--- config.mk ---
export PLATFORM = sky130hd
export DESIGN_NAME = i2cb_master
export DESIGN_NICKNAME = d
export VERILOG_FILES = /design/src/rtl/i2cb_pkg.sv /design/src/rtl/i2cb_tick.sv /design/src/rtl/i2cb_engine.sv /design/src/rtl/i2cb_flags.sv /design/src/rtl/i2cb_master.sv
export SDC_FILE = /design/constraint.sdc
export NUM_CORES = 1
export LEC_CHECK = 0
export BUFFER_PORTS_ARGS = -buffer_cell sky130_fd_sc_hd__buf_4
export CAP_MARGIN = 20
export CORE_MARGIN = 2
export CORE_UTILIZATION = 55
export CTS_BUF_LIST = sky130_fd_sc_hd__clkbuf_4 sky130_fd_sc_hd__clkbuf_8 sky130_fd_sc_hd__clkbuf_16
export CTS_CLUSTER_SIZE = 12
export DETAILED_ROUTE_END_ITERATION = 10
export PLACE_DENSITY = 0.79
export REMOVE_ABC_BUFFERS = 1
export SETUP_SLACK_MARGIN = 0.5
export SLEW_MARGIN = 20
export SYNTH_ARGS = -nofsm -noshare
export SYNTH_HDL_FRONTEND = slang
export SYNTH_SLANG_ARGS = --single-unit
--- constraint.sdc ---
create_clock -name clk -period 2.29 [get_ports clk]
set_input_delay 0.458 -clock clk [delete_from_list [all_inputs] [get_ports clk]]
set_output_delay 0.458 -clock clk [all_outputs]
set_load 0.1 [all_outputs]
--- src/rtl/i2cb_pkg.sv ---
package i2cb_pkg;
  localparam int DW   = 8;
  localparam int NFLG = 5;

  localparam int FLG_TE = 0;
  localparam int FLG_RF = 1;
  localparam int FLG_SD = 2;
  localparam int FLG_BE = 3;
  localparam int FLG_AL = 4;

  localparam int CB_START = 0;
  localparam int CB_STOP  = 1;
  localparam int CB_NAK   = 2;
  localparam int CB_TB    = 3;

  typedef enum logic [2:0] {ST_IDLE, ST_START, ST_BIT, ST_HOLD, ST_STOP} eng_st_t;

  // {scl_oe, sda_oe} for each quarter of a START sequence
  function automatic logic [1:0] start_lines(input logic [1:0] q);
    case (q)
      2'd0:    return 2'b10;
      2'd1:    return 2'b00;
      2'd2:    return 2'b01;
      default: return 2'b11;
    endcase
  endfunction

  // {scl_oe, sda_oe} for each quarter of a STOP sequence
  function automatic logic [1:0] stop_lines(input logic [1:0] q);
    case (q)
      2'd0:    return 2'b11;
      2'd1:    return 2'b01;
      default: return 2'b00;
    endcase
  endfunction

  // SCL is pulled low in the first and last quarter of a bit
  function automatic logic bit_scl_low(input logic [1:0] q);
    return (q == 2'd0) || (q == 2'd3);
  endfunction

  function automatic logic [NFLG-1:0] byte_flags(input logic rx, input logic nacked,
                                                 input logic lost);
    logic [NFLG-1:0] f;
    f         = '0;
    f[FLG_TE] = !rx;
    f[FLG_RF] = rx;
    f[FLG_BE] = !rx && nacked && !lost;
    f[FLG_AL] = lost;
    return f;
  endfunction
endpackage

--- src/rtl/i2cb_tick.sv ---
module i2cb_tick #(
  parameter int PSW = 8
) (
  input  logic           clk,
  input  logic           rst_n,
  input  logic           run,
  input  logic [PSW-1:0] prescale,
  output logic           tick
);
  logic [PSW-1:0] cnt;

  assign tick = run && (cnt == prescale);

  always_ff @(posedge clk or negedge rst_n) begin
    if (!rst_n)            cnt <= '0;
    else if (!run || tick) cnt <= '0;
    else                   cnt <= cnt + 1'b1;
  end
endmodule

--- src/rtl/i2cb_engine.sv ---
module i2cb_engine import i2cb_pkg::*; (
  input  logic            clk,
  input  logic            rst_n,
  input  logic            tick,
  input  logic            go,
  input  logic            req_start,
  input  logic            req_stop,
  input  logic            nak,
  input  logic [DW-1:0]   txbyte,
  input  logic            sda_i,
  output logic            scl_oe,
  output logic            sda_oe,
  output eng_st_t         st,
  output logic            byte_done,
  output logic            stop_done,
  output logic [NFLG-1:0] done_flags,
  output logic [DW-1:0]   rx_byte,
  output logic            rx_load,
  output logic            al_drop
);
  logic [1:0]    qph;
  logic [3:0]    bitn;
  logic [DW-1:0] shreg;
  logic          samp, al_hit, is_rx, rx_mode, first, addr_rd, stop_q, nak_q;
  logic          data_slot;

  assign data_slot  = !bitn[3];
  assign byte_done  = tick && (st == ST_BIT) && (qph == 2'd3) && !data_slot;
  assign stop_done  = tick && (st == ST_STOP) && (qph == 2'd3);
  assign done_flags = byte_flags(is_rx, samp, al_hit);
  assign rx_byte    = shreg;
  assign rx_load    = byte_done && is_rx;
  assign al_drop    = (st == ST_BIT) && data_slot && al_hit;

  always_comb begin
    unique case (st)
      ST_IDLE:  {scl_oe, sda_oe} = 2'b00;
      ST_HOLD:  {scl_oe, sda_oe} = 2'b10;
      ST_START: {scl_oe, sda_oe} = start_lines(qph);
      ST_STOP:  {scl_oe, sda_oe} = stop_lines(qph);
      ST_BIT: begin
        scl_oe = bit_scl_low(qph);
        sda_oe = data_slot ? (!is_rx && !al_hit && !shreg[DW-1]) : (is_rx && !nak_q);
      end
      default:  {scl_oe, sda_oe} = 2'b00;
    endcase
  end

  always_ff @(posedge clk or negedge rst_n) begin
    if (!rst_n) begin
      st <= ST_IDLE; qph <= '0; bitn <= '0; shreg <= '0; samp <= 1'b0;
      al_hit <= 1'b0; is_rx <= 1'b0; rx_mode <= 1'b0; first <= 1'b0;
      addr_rd <= 1'b0; stop_q <= 1'b0; nak_q <= 1'b0;
    end else begin
      unique case (st)
        ST_IDLE, ST_HOLD: if (go) begin
          shreg <= txbyte; stop_q <= req_stop; nak_q <= nak;
          qph <= '0; bitn <= '0; al_hit <= 1'b0;
          if (req_start || st == ST_IDLE) begin
            st <= ST_START; first <= 1'b1; is_rx <= 1'b0; addr_rd <= txbyte[0];
          end else begin
            st <= ST_BIT; first <= 1'b0; is_rx <= rx_mode;
          end
        end
        ST_START: if (tick) begin
          qph <= qph + 2'd1;
          if (qph == 2'd3) st <= ST_BIT;
        end
        ST_BIT: if (tick) begin
          qph <= qph + 2'd1;
          if (qph == 2'd2) begin
            samp <= sda_i;
            if (data_slot && !is_rx && !al_hit && shreg[DW-1] && !sda_i) al_hit <= 1'b1;
          end
          if (qph == 2'd3) begin
            if (data_slot) begin
              shreg <= {shreg[DW-2:0], samp};
              bitn  <= bitn + 4'd1;
            end else begin
              if (first) rx_mode <= addr_rd;
              st <= al_hit ? ST_IDLE : (stop_q ? ST_STOP : ST_HOLD);
            end
          end
        end
        ST_STOP: if (tick) begin
          qph <= qph + 2'd1;
          if (qph == 2'd3) st <= ST_IDLE;
        end
        default: st <= ST_IDLE;
      endcase
    end
  end
endmodule

--- src/rtl/i2cb_flags.sv ---
module i2cb_flags import i2cb_pkg::*; (
  input  logic            clk,
  input  logic            rst_n,
  input  logic [NFLG-1:0] set,
  input  logic [NFLG-1:0] clr,
  input  logic [NFLG-1:0] en,
  output logic [NFLG-1:0] flags,
  output logic            irq
);
  assign irq = |(flags & en);

  always_ff @(posedge clk or negedge rst_n) begin
    if (!rst_n) flags <= '0;
    else        flags <= (flags & ~clr) | set;
  end
endmodule

--- src/rtl/i2cb_master.sv ---
module i2cb_master import i2cb_pkg::*; #(
  parameter int PSW = 8
) (
  input  logic            clk,
  input  logic            rst_n,
  input  logic [PSW-1:0]  prescale,
  input  logic            ctl_we,
  input  logic [3:0]      ctl_wdata,
  output logic [3:0]      ctl_q,
  input  logic            dat_we,
  input  logic [DW-1:0]   dat_wdata,
  output logic [DW-1:0]   dat_q,
  input  logic [NFLG-1:0] flag_clr,
  input  logic [NFLG-1:0] irq_en,
  output logic [NFLG-1:0] flag_q,
  output logic            irq,
  input  logic            sda_i,
  output logic            scl_oe,
  output logic            sda_oe
);
  eng_st_t         eng_st;
  logic            tick, run, go;
  logic            byte_done, stop_done, rx_load, al_drop;
  logic [NFLG-1:0] done_flags, flag_set;
  logic [DW-1:0]   rx_byte;

  assign run = (eng_st == ST_START) || (eng_st == ST_BIT) || (eng_st == ST_STOP);
  assign go  = ctl_q[CB_TB] && ((eng_st == ST_IDLE) || (eng_st == ST_HOLD));

  always_comb begin
    flag_set         = byte_done ? done_flags : '0;
    flag_set[FLG_SD] = stop_done;
  end

  always_ff @(posedge clk or negedge rst_n) begin
    if (!rst_n)                         ctl_q <= '0;
    else if (ctl_we && !ctl_q[CB_TB])   ctl_q <= ctl_wdata;
    else if (byte_done)                 ctl_q[CB_TB] <= 1'b0;
  end

  always_ff @(posedge clk or negedge rst_n) begin
    if (!rst_n)                         dat_q <= '0;
    else if (rx_load)                   dat_q <= rx_byte;
    else if (dat_we && !ctl_q[CB_TB])   dat_q <= dat_wdata;
  end

  i2cb_tick #(.PSW(PSW)) u_tick (
    .clk(clk), .rst_n(rst_n), .run(run), .prescale(prescale), .tick(tick)
  );

  i2cb_engine u_eng (
    .clk(clk), .rst_n(rst_n), .tick(tick), .go(go),
    .req_start(ctl_q[CB_START]), .req_stop(ctl_q[CB_STOP]), .nak(ctl_q[CB_NAK]),
    .txbyte(dat_q), .sda_i(sda_i), .scl_oe(scl_oe), .sda_oe(sda_oe), .st(eng_st),
    .byte_done(byte_done), .stop_done(stop_done), .done_flags(done_flags),
    .rx_byte(rx_byte), .rx_load(rx_load), .al_drop(al_drop)
  );

  i2cb_flags u_flags (
    .clk(clk), .rst_n(rst_n), .set(flag_set), .clr(flag_clr), .en(irq_en),
    .flags(flag_q), .irq(irq)
  );
endmodule

# --- Word-level counts from Yosys, hierarchy flattened ---
# Index checks and enable logic that the tools add are counted.
word_totals:
  regBits: 50
  input_bits: 35
  elab_cells: 139
op_classes:
  add_sub_neg: 3
  n_eq_ne: 20
  muxes: 43
  bitwise_logic: 4
  reduce_logical: 51
op_table:
  columns: ["cell", "count"]
  rows:
  - ["8-bit two-way mux", 7]
  - ["3-bit two-way mux", 10]
  - ["2-bit by 1-bit inequality test with 1-bit output (second input constant)", 10]
  - ["1-bit logical AND", 19]
  - ["4-bit two-way mux", 4]
  - ["8-bit one-hot mux with 2 select lines", 1]
  - ["5-bit AND reduction", 3]
  - ["3-bit one-hot mux with 4 select lines", 1]
  - ["5-bit bitwise AND", 2]
  - ["1-bit two-way mux", 9]
  - ["3-bit AND reduction", 3]
  - ["8-bit by 1-bit adder with 8-bit output (second input constant)", 1]
  - ["8-bit == test", 1]
  - ["1-bit logical NOT", 8]
  - ["2-bit one-hot mux with 2 select lines", 2]
  - ["4-bit one-hot mux with 2 select lines", 1]
  - ["8-bit AND reduction", 1]
  - ["2-bit nonzero test", 4]
  - ["3-bit by 2-bit == test with 1-bit output (second input constant)", 2]
  - ["1-bit logical OR", 6]
  - ["2-bit two-way mux", 3]
  - ["2-bit one-hot mux with 3 select lines", 1]
  - ["5-bit two-way mux", 1]
  - ["5-bit NOT", 1]
  - ["other kinds (18)", 20]

# --- Depth between registers and ports, before layout ---
# Gate-level depths: netlist of the first run.
depth:
  depth_word: 9
  ltp_mapped: 6
  mapped_depth_nobuf: 6

# --- Modules after synthesis ---
# A second synthesis of the first run with hierarchy kept.
unflattened:
  hier_cells: 289
  area_unflattened_um2: 2897.8
modules_own_cells:
  columns: ["mod", "n_inst", "cells_per_inst", "area_each_um2", "seq_area_each_um2"]
  rows:
  - ["i2cb_engine", 1, 163, 1519.0, 625.6]
  - ["i2cb_master", 1, 62, 675.6, 300.3]
  - ["i2cb_tick", 1, 46, 500.5, 200.2]
  - ["i2cb_flags", 1, 18, 202.7, 125.1]

# --- Least setup slack after synthesis of the first run ---
# Ideal clock, no wire load.
synth_path:
  kind: "flip-flop to output port"
  start: "register u_eng.qph[0]"
  end: "output scl_oe"
  arrival_time_ps: 3232
  t_required_ps: 1832
  path_slack_ps: -1400
  path_stages_with_launch: 5
  n_path_buf: 0
  path_cell_list: "dfrtp_1 -> inv_1 -> ha_1 -> maj3_1 -> o21ai_0"
synth_between:
  elab_chain_cells: 3
  word_cells_on_any_way: 8
  cone_classes: "eq/ne: 3; mux: 3; reduce/logical: 2"
synth_lines:
  columns: ["item", "line_no", "text"]
  rows:
  - ["from (decl)", "i2cb_engine.sv:21", "logic [1:0] qph;"]
  - ["from (signal assigned)", "i2cb_engine.sv:66", "qph <= qph + 2'd1;"]
  - ["from (signal assigned)", "i2cb_engine.sv:70", "qph <= qph + 2'd1;"]
  - ["from (signal assigned)", "i2cb_engine.sv:86", "qph <= qph + 2'd1;"]
  - ["2-bit == test (tied with other cells)", "i2cb_pkg.sv:20", "case (q)"]
  - ["2-bit one-hot mux with 3 select lines (tied with other cells)", "i2cb_pkg.sv:20", null]
  - ["1-bit one-hot mux with 4 select lines (*)", "i2cb_engine.sv:36", "unique case (st)"]
  - ["to (decl)", "i2cb_master.sv:18", "output logic scl_oe,"]
# Mark *: on every way between the ends. The rest lies on a longest branch, timed or not.

# --- Final worst setup path of the first run ---
# Ends and elaborated chain as after synthesis.

==> metrics.md, run 1 <==
| Metric | Value |
|---|---|
| GRT Residual Overflow | 0 |
| Leak | 1.756 nW |
| Worst-Skew Late Latency | 0.32 ns |
| CTS H-tree lvls | 2 |
| Layout cells sized above 1 | 0.4613 |
| Drt total wl | roughly 6700 um |
| Post-synthesis sequential area ratio | 0.4327 |
| Synth Instances | between 200 and 300 |
| Total Power | 3.766 mW |
| EDFF count, synth | 0 |
| Die width | 76.51 um |
| Clock buffer depth | 2 |
| Worst VDD drop | 0.0006770 V |
| Outcome | finished clean |
| Worst hold path type | in -> async |
| Library cells used by synthesis | 49 |
| Non-Filler Instances | 406 |
| Hpwl dp | 4340 um |
| Diode count | 0 |
| Clock Skews | 0.01045 ns |
| # DRC | 0 |
| Slowest stage delay, CP | 0.41 ns |
| Clk sinks | 50 |
| Vias in the first global route | 2241 |
| Placer Congestion | 0.8141 |
| First-pass GRT wire length | approximately 11000 um |
| Slew @ Worst Pin | 0.6206 ns |
| Std cell rows | 26 |
| CTS tree | yes |
| Final Hold Viols | 0 |
| Slew HR | 0.5862 |
| DRT Pass-1 Iters | 4 |
| Tot GR Track Use | 0.2367 |
| Layout Nets | 378 |
| Mapped Area | between 2000 and 3000 um^2 |
| Worst EP required | 1.83 ns |
| Max-slew violations | 0 |
| Max-cap violations | 0 |
| Chip height | roughly 77 um |
| Final ANT Viol Nets | 0 |
| Max Freq | around 460 MHz |
| Pwr Density | 1011 nW/um^2 |
| Root Buffer Master | clkbuf_8 |
| Die area | 5853 um^2 |
| Final Cycle Share | 0.9457 |
| Nature of the critical path startpoint | register |
| Warnings, synthesis | 0 |
| Worst-path clk slew | 0.10 ns |
| DR WL/cell | ~17 um |
| Crit path kind | reg -> out |
| Routed length on met2 | around 3500 um |
| TritonCTS Buffers | 5 |
| Post-synth top flop | dfrtp_1 |
| DRT met1 WL | 2740 um |
| Largest net degree at the start of global routing | a little over 50 |
| Synthesized flop and latch total | 50 |
| Total number of vias | 2300 |
| Async SR Flop Fraction | 1.000 |
| Crit Path Max Fanout | 4 |
| Worst EP arrival | 1.71 ns |
| Number of port buffers | 54 |
| Period minus WS final | ~2.2 ns |
| Mean post-synth cell area | 11.08 um^2 |
| Final Setup Violations | 0 |
| Drt initial violations | between 150 and 200 |
| Post-DR vias/cell | 5.665 |
| Crit path capture type | output pin |
| Initial core utilization | 0.5698 |
| CORE AREA | 5075 um^2 |
| Area added between synthesis and finish | 28.82% |
| Top Layer Used | met4 |
| Post-Place Cells | 382 |
| Unrepaired setup endpoints after global routing | true |
| CP max stage cell | dfrtp_1 |
| CP Cell Sequence | inv_2 -> ha_4 -> maj3_2 -> o21ai_2 -> buf_12 |
| Metal3 WL | 352 um |
| # IOs | 55 |
| Initial antenna violation count | 0 |
==> per-stage QoR <==
stage | cell area, um^2 | hold WS (ns) | worst slack [ns] | utilization | setup TNS (ns)
floorplan | 2815 | 0.1624 | -1.400 | - | -2.605
global placement | 3376 | 0.4590 | 0.2477 | 0.6652 | 0
detailed placement | 3376 | 0.4668 | 0.1940 | 0.6652 | 0
CTS | 3667 | 0.1782 | 0.1225 | 0.7226 | 0
global route | 3725 | 0.1965 | 0.009584 | 0.7340 | 0
finish | 3725 | 0.1485 | 0.1245 | 0.7340 | 0
==> critical path: cells and delay by family (launching register included) <==
family,cells,cell delay (ns)
buf+inv,2,0.30
compound gates,1,0.16
flops,1,0.41
fa+ha+maj,2,0.52
==> cell usage after synthesis, types with 2 or more instances <==
master / n / share of area
nor2b_1: 3 / 0.0065
mux2_4: 16 / 0.083
mux2_1: 2 / 0.0078
o22ai_1: 8 / 0.017
mux2_2: 19 / 0.074
nor3_1: 2 / 0.0035
nand2_1: 15 / 0.019
a31o_1: 2 / 0.0061
xnor2_2: 6 / 0.034
xor2_1: 5 / 0.015
o21ai_0: 10 / 0.017
nand2b_1: 5 / 0.011
and3_1: 4 / 0.0087
buf_2: 3 / 0.0052
and3_2: 2 / 0.0052
nor2_1: 18 / 0.023
nand4_1: 2 / 0.0043
clkbuf_1: 4 / 0.0052
inv_1: 16 / 0.021
nand3_1: 15 / 0.026
a31oi_1: 3 / 0.0065
buf_4: 3 / 0.0078
ha_1: 8 / 0.035
xnor2_1: 4 / 0.012
a21oi_1: 11 / 0.019
mux2i_1: 3 / 0.010
dfrtp_1: 50 / 0.43
==> cell families (layout without fill, tap and decap cells) <==
logic type / Yosys count / in the layout / synth area share
buffers and inverters: 28 / 102 / 0.04716
XOR/XNOR: 15 / 15 / 0.06101
AND/OR/NAND/NOR: 76 / 77 / 0.1501
adder cells (fa/ha/maj): 9 / 9 / 0.03808
AO/OA/AOI/OAI: 43 / 43 / 0.09564
multiplexers: 40 / 40 / 0.1753
flip-flops: 50 / 50 / 0.4327
==> state kept, by name, summed over array words and instances, names as in the netlist <==
register / cells
u_eng.bitn: 4
dat_q: 8
u_eng.qph: 2
u_tick.cnt: 8
u_eng.first: 1
u_eng.addr_rd: 1
u_eng.rx_byte: 8
u_eng.samp: 1
u_eng.al_hit: 1
u_eng.is_rx: 1
u_eng.nak_q: 1
u_flags.flags: 5
u_eng.rx_mode: 1
u_eng.st: 3
u_eng.stop_q: 1
ctl_q: 4
==> routing by layer <==
layer	GRT usage	vias to the layer above
li1	-	1068
met1	0.3125	1135
met2	0.3947	85
met3	0.05213	12
met4	0.06545	0
met5	0	-
==> area by class of cell <==
cell class | instances | area (um^2)
well taps | 70 | 87.58
repair buffers | 78 | 625.6
flip-flops and latches | 50 | 1256
clock buffers | 5 | 68.82
multi-input cells | 184 | 1579
clock inverters | 3 | 47.55
inverters | 16 | 60.06
fillers | 380 | 1350
==> cell usage in the layout (no fill, tap or decap), drive strengths merged, types with 2 or more instances in the layout <==
cell	instances
nor2b	3
mux2	37
xnor2	10
a21oi	11
and3	6
nor3b	2
dfrtp	50
a31o	2
buf	78
nand3	15
and4	2
nor3	2
ha	8
nand4	4
inv	17
nand2b	5
o22ai	8
a31oi	3
nor2	19
mux2i	3
o21ai	12
nand2	15
a21o	2
clkbuf	5
xor2	5
==> repair_timing <==
action,in CTS,in global routing
hold buffers,0,0
cloned,1,0
hold endpoints to repair,0,0
pin swaps,10,12
endpoints found under the setup margin,21,23
setup buffers,10,5
resized for setup,21,7
==> worst paths after layout <==
check,from,endpoint,slack [ns],cells past startpoint
setup / recovery,u_eng.qph[0],scl_oe,0.12,5
hold / removal,rst_n,u_flags.flags[2],0.15,1
setup reg to reg,u_eng.qph[0],u_eng.rx_byte[6],0.52,7
hold reg to reg,u_eng.bitn[2],u_eng.bitn[2],0.48,1
max in group asynchronous,rst_n,u_tick.cnt[0],1.69,1
min in group clk,flag_clr[0],u_flags.flags[0],0.31,2
==> where the power goes <==
part	total [mW]	internal (mW)	switching [mW]
Clock	0.656	0.331	0.324
Sequential	1.33	1.10	0.229
Combinational	1.78	0.761	1.02
No activity file was read; power rests on OpenSTA's default activity.
==> run 2, diff against run 1 <==
--- a/config.mk
+++ b/config.mk
@@ -7,13 +7,13 @@
 export LEC_CHECK = 0
 export BUFFER_PORTS_ARGS = -buffer_cell sky130_fd_sc_hd__buf_4
 export CAP_MARGIN = 20
+export CORE_ASPECT_RATIO = 1.1
 export CORE_MARGIN = 2
 export CORE_UTILIZATION = 55
 export CTS_BUF_LIST = sky130_fd_sc_hd__clkbuf_4 sky130_fd_sc_hd__clkbuf_8 sky130_fd_sc_hd__clkbuf_16
 export CTS_CLUSTER_SIZE = 12
 export DETAILED_ROUTE_END_ITERATION = 10
 export PLACE_DENSITY = 0.79
-export REMOVE_ABC_BUFFERS = 1
 export SETUP_SLACK_MARGIN = 0.5
 export SLEW_MARGIN = 20
 export SYNTH_ARGS = -nofsm -noshare
==> run 2 against run 1 <==
Global-route usage down 0.25 points. Highest routed layer unchanged. Non-clock buffer count up 7. Maximum frequency down 3.8%. Critical endpoint is now sda_oe. Hold slack better by 0.013 ns. Largest cell class unchanged. Register-to-register slack worse by 0.16 ns. Sequential power about the same.
==> metrics.md, run 2 (same netlist as run 1, synthesis figures left out) <==
| Metric | Value |
|---|---|
| Outcome | finished clean |
| TritonCTS Buffers | 5 |
| Busiest grt layer | met2 |
| Pwr Density | between 900 and 1000 nW/um^2 |
| Placer Congestion | 0.7920 |
| Final Setup Violations | 0 |
| Layout Nets | 385 |
| Clock buffer depth | 2 |
| First-pass GRT wire length | 10500 um |
| Tot GR Track Use | 0.2341 |
| Hold Buf Count CTS | 0 |
| Non-Filler Instances | 401 |
| Flip-flop and latch area | 1270 um^2 |
| Unrepaired setup endpoints after global routing | true |
| Multi-input logic area | 1670 um^2 |
| Post-Place Cells | approximately 370 |
| Max-slew violations | 0 |
| Nature of the critical path startpoint | register |
| Final Cycle Share | 0.9832 |
| Final Hold Viols | 0 |
| Leak | 1.792 nW |
| Commonest non-fill, non-tap cell in the layout | buf_4 |
| Slew @ Worst Pin | ~0.64 ns |
| Root Buffer Master | clkbuf_8 |
| Diode count | 0 |
| Max-cap violations | 0 |
| Drt total wl | 6543 um |
| Crit Path Max Fanout | 6 |
| Layout cells sized above 1 | 0.5160 |
| Vias in the first global route | 2212 |
| DR WL/cell | 16.32 um |
| CORE AREA | 5034 um^2 |
| Chip height | 80.05 um |
| Crit path capture type | output pin |
| Most frequent cells in the layout | buf_4, dfrtp_1, mux2_2, nor2_1, mux2_4 |
| Reg2reg path depth | 7 |
| Die width | 73.14 um |
| Setup TNS | 0 ns |
| Worst EP arrival | 1.79 ns |
| Period minus WS final | 2.251 ns |
| Worst hold path type | in -> async |
| Core Util, Final | 0.7653 |
| M2 GR Usage | 0.3748 |
| GRT met1 Usage | 0.3142 |
| Clk sinks | 50 |
| CTS tree | yes |
| # DRC | 0 |
| Drt initial violations | 136 |
| Max Freq | 444.2 MHz |
| Worst EP required | 1.83 ns |
| Worst-Skew Late Latency | around 0.32 ns |
| DRT Pass-1 Iters | 5 |
| Worst hold slack | 0.1613 ns |
| Post-DR vias/cell | 5.676 |
| Met3 Use GR | 0.03157 |
| Total number of vias | 2276 |
| Worst VDD drop | 0.001196 V |
| # fillers | 351 |
| Largest net degree at the start of global routing | 51 |
| Syn Nets | 304 |
| Total Power | 3.815 mW |
| Clock Skews | around 0.012 ns |
| Final ANT Viol Nets | 0 |
| # IOs | between 50 and 60 |
| Slew HR | 0.5706 |
| Die area | 5854 um^2 |
| Initial core utilization | 0.5744 |
| Number of port buffers | 54 |
| Area added between synthesis and finish | 33.23% |
| Initial antenna violation count | 0 |
| GRT Residual Overflow | 0 |
| CTS H-tree lvls | 2 |
| Hpwl dp | 4361 um |
| Worst-path clk slew | 0.10 ns |
| Std cell rows | 27 |
| Crit path kind | reg -> out |
-- run 2: power by group --
| group | switching, mW | internal (mW) | total [mW] |
|---|---|---|---|
| clock network | 0.318 | 0.215 | 0.534 |
| logic | 1.06 | 0.859 | 1.92 |
| registers | 0.260 | 1.10 | 1.36 |
-- run 2: repair_timing --
| action | in CTS | in global routing |
|---|---|---|
| gates cloned | 1 | 0 |
| resized for setup | 16 | 16 |
| setup endpoints to repair | 20 | 30 |
| buffers inserted | 10 | 13 |
| pin swaps | 9 | 6 |
-- run 2: routing by layer --
metal,routed length (um),vias up
li1,-,1086
met1,2812,1097
met2,3239,77
met3,342,16
met4,148,0
met5,0,-
-- run 2: cell type report --
class / count / share of cell area
inverters: 16 / 0.01624
clock inverters: 3 / 0.005521
multi-input cells: 184 / 0.4336
repair buffers: 85 / 0.1783
flip-flops and latches: 50 / 0.3297
clock buffers: 5 / 0.01786
well taps: 58 / 0.01884
-- run 2: stage by stage --
stage / worst slack (ns) / instance area (um^2)
final: 0.03855 / 3852
after floorplan: 0.2297 / 3012
after global placement: 0.2762 / 3461
after CTS: 0.08748 / 3691
after global routing: -0.04929 / 3852
after detailed placement: 0.2655 / 3461
-- run 2: path summary, 6_finish.rpt --
check / startpoint / slack, ns / endpoint
setup / recovery: u_eng.st[0] / 0.04 / sda_oe
hold / removal: rst_n / 0.16 / u_flags.flags[2]
setup reg to reg: u_eng.qph[0] / 0.36 / u_eng.rx_byte[0]
hold reg to reg: u_eng.bitn[2] / 0.48 / u_eng.bitn[2]
max in group asynchronous: rst_n / 1.65 / ctl_q[3]
min in group clk: flag_clr[0] / 0.32 / u_flags.flags[0]
-- run 2: critical path, stage by stage (launching register included) --
cell     delay, ns
dfrtp_1       0.40
nor3b_2       0.31
buf_4         0.18
and2_4        0.18
a31oi_2       0.12
o21ai_4       0.10
buf_12        0.19
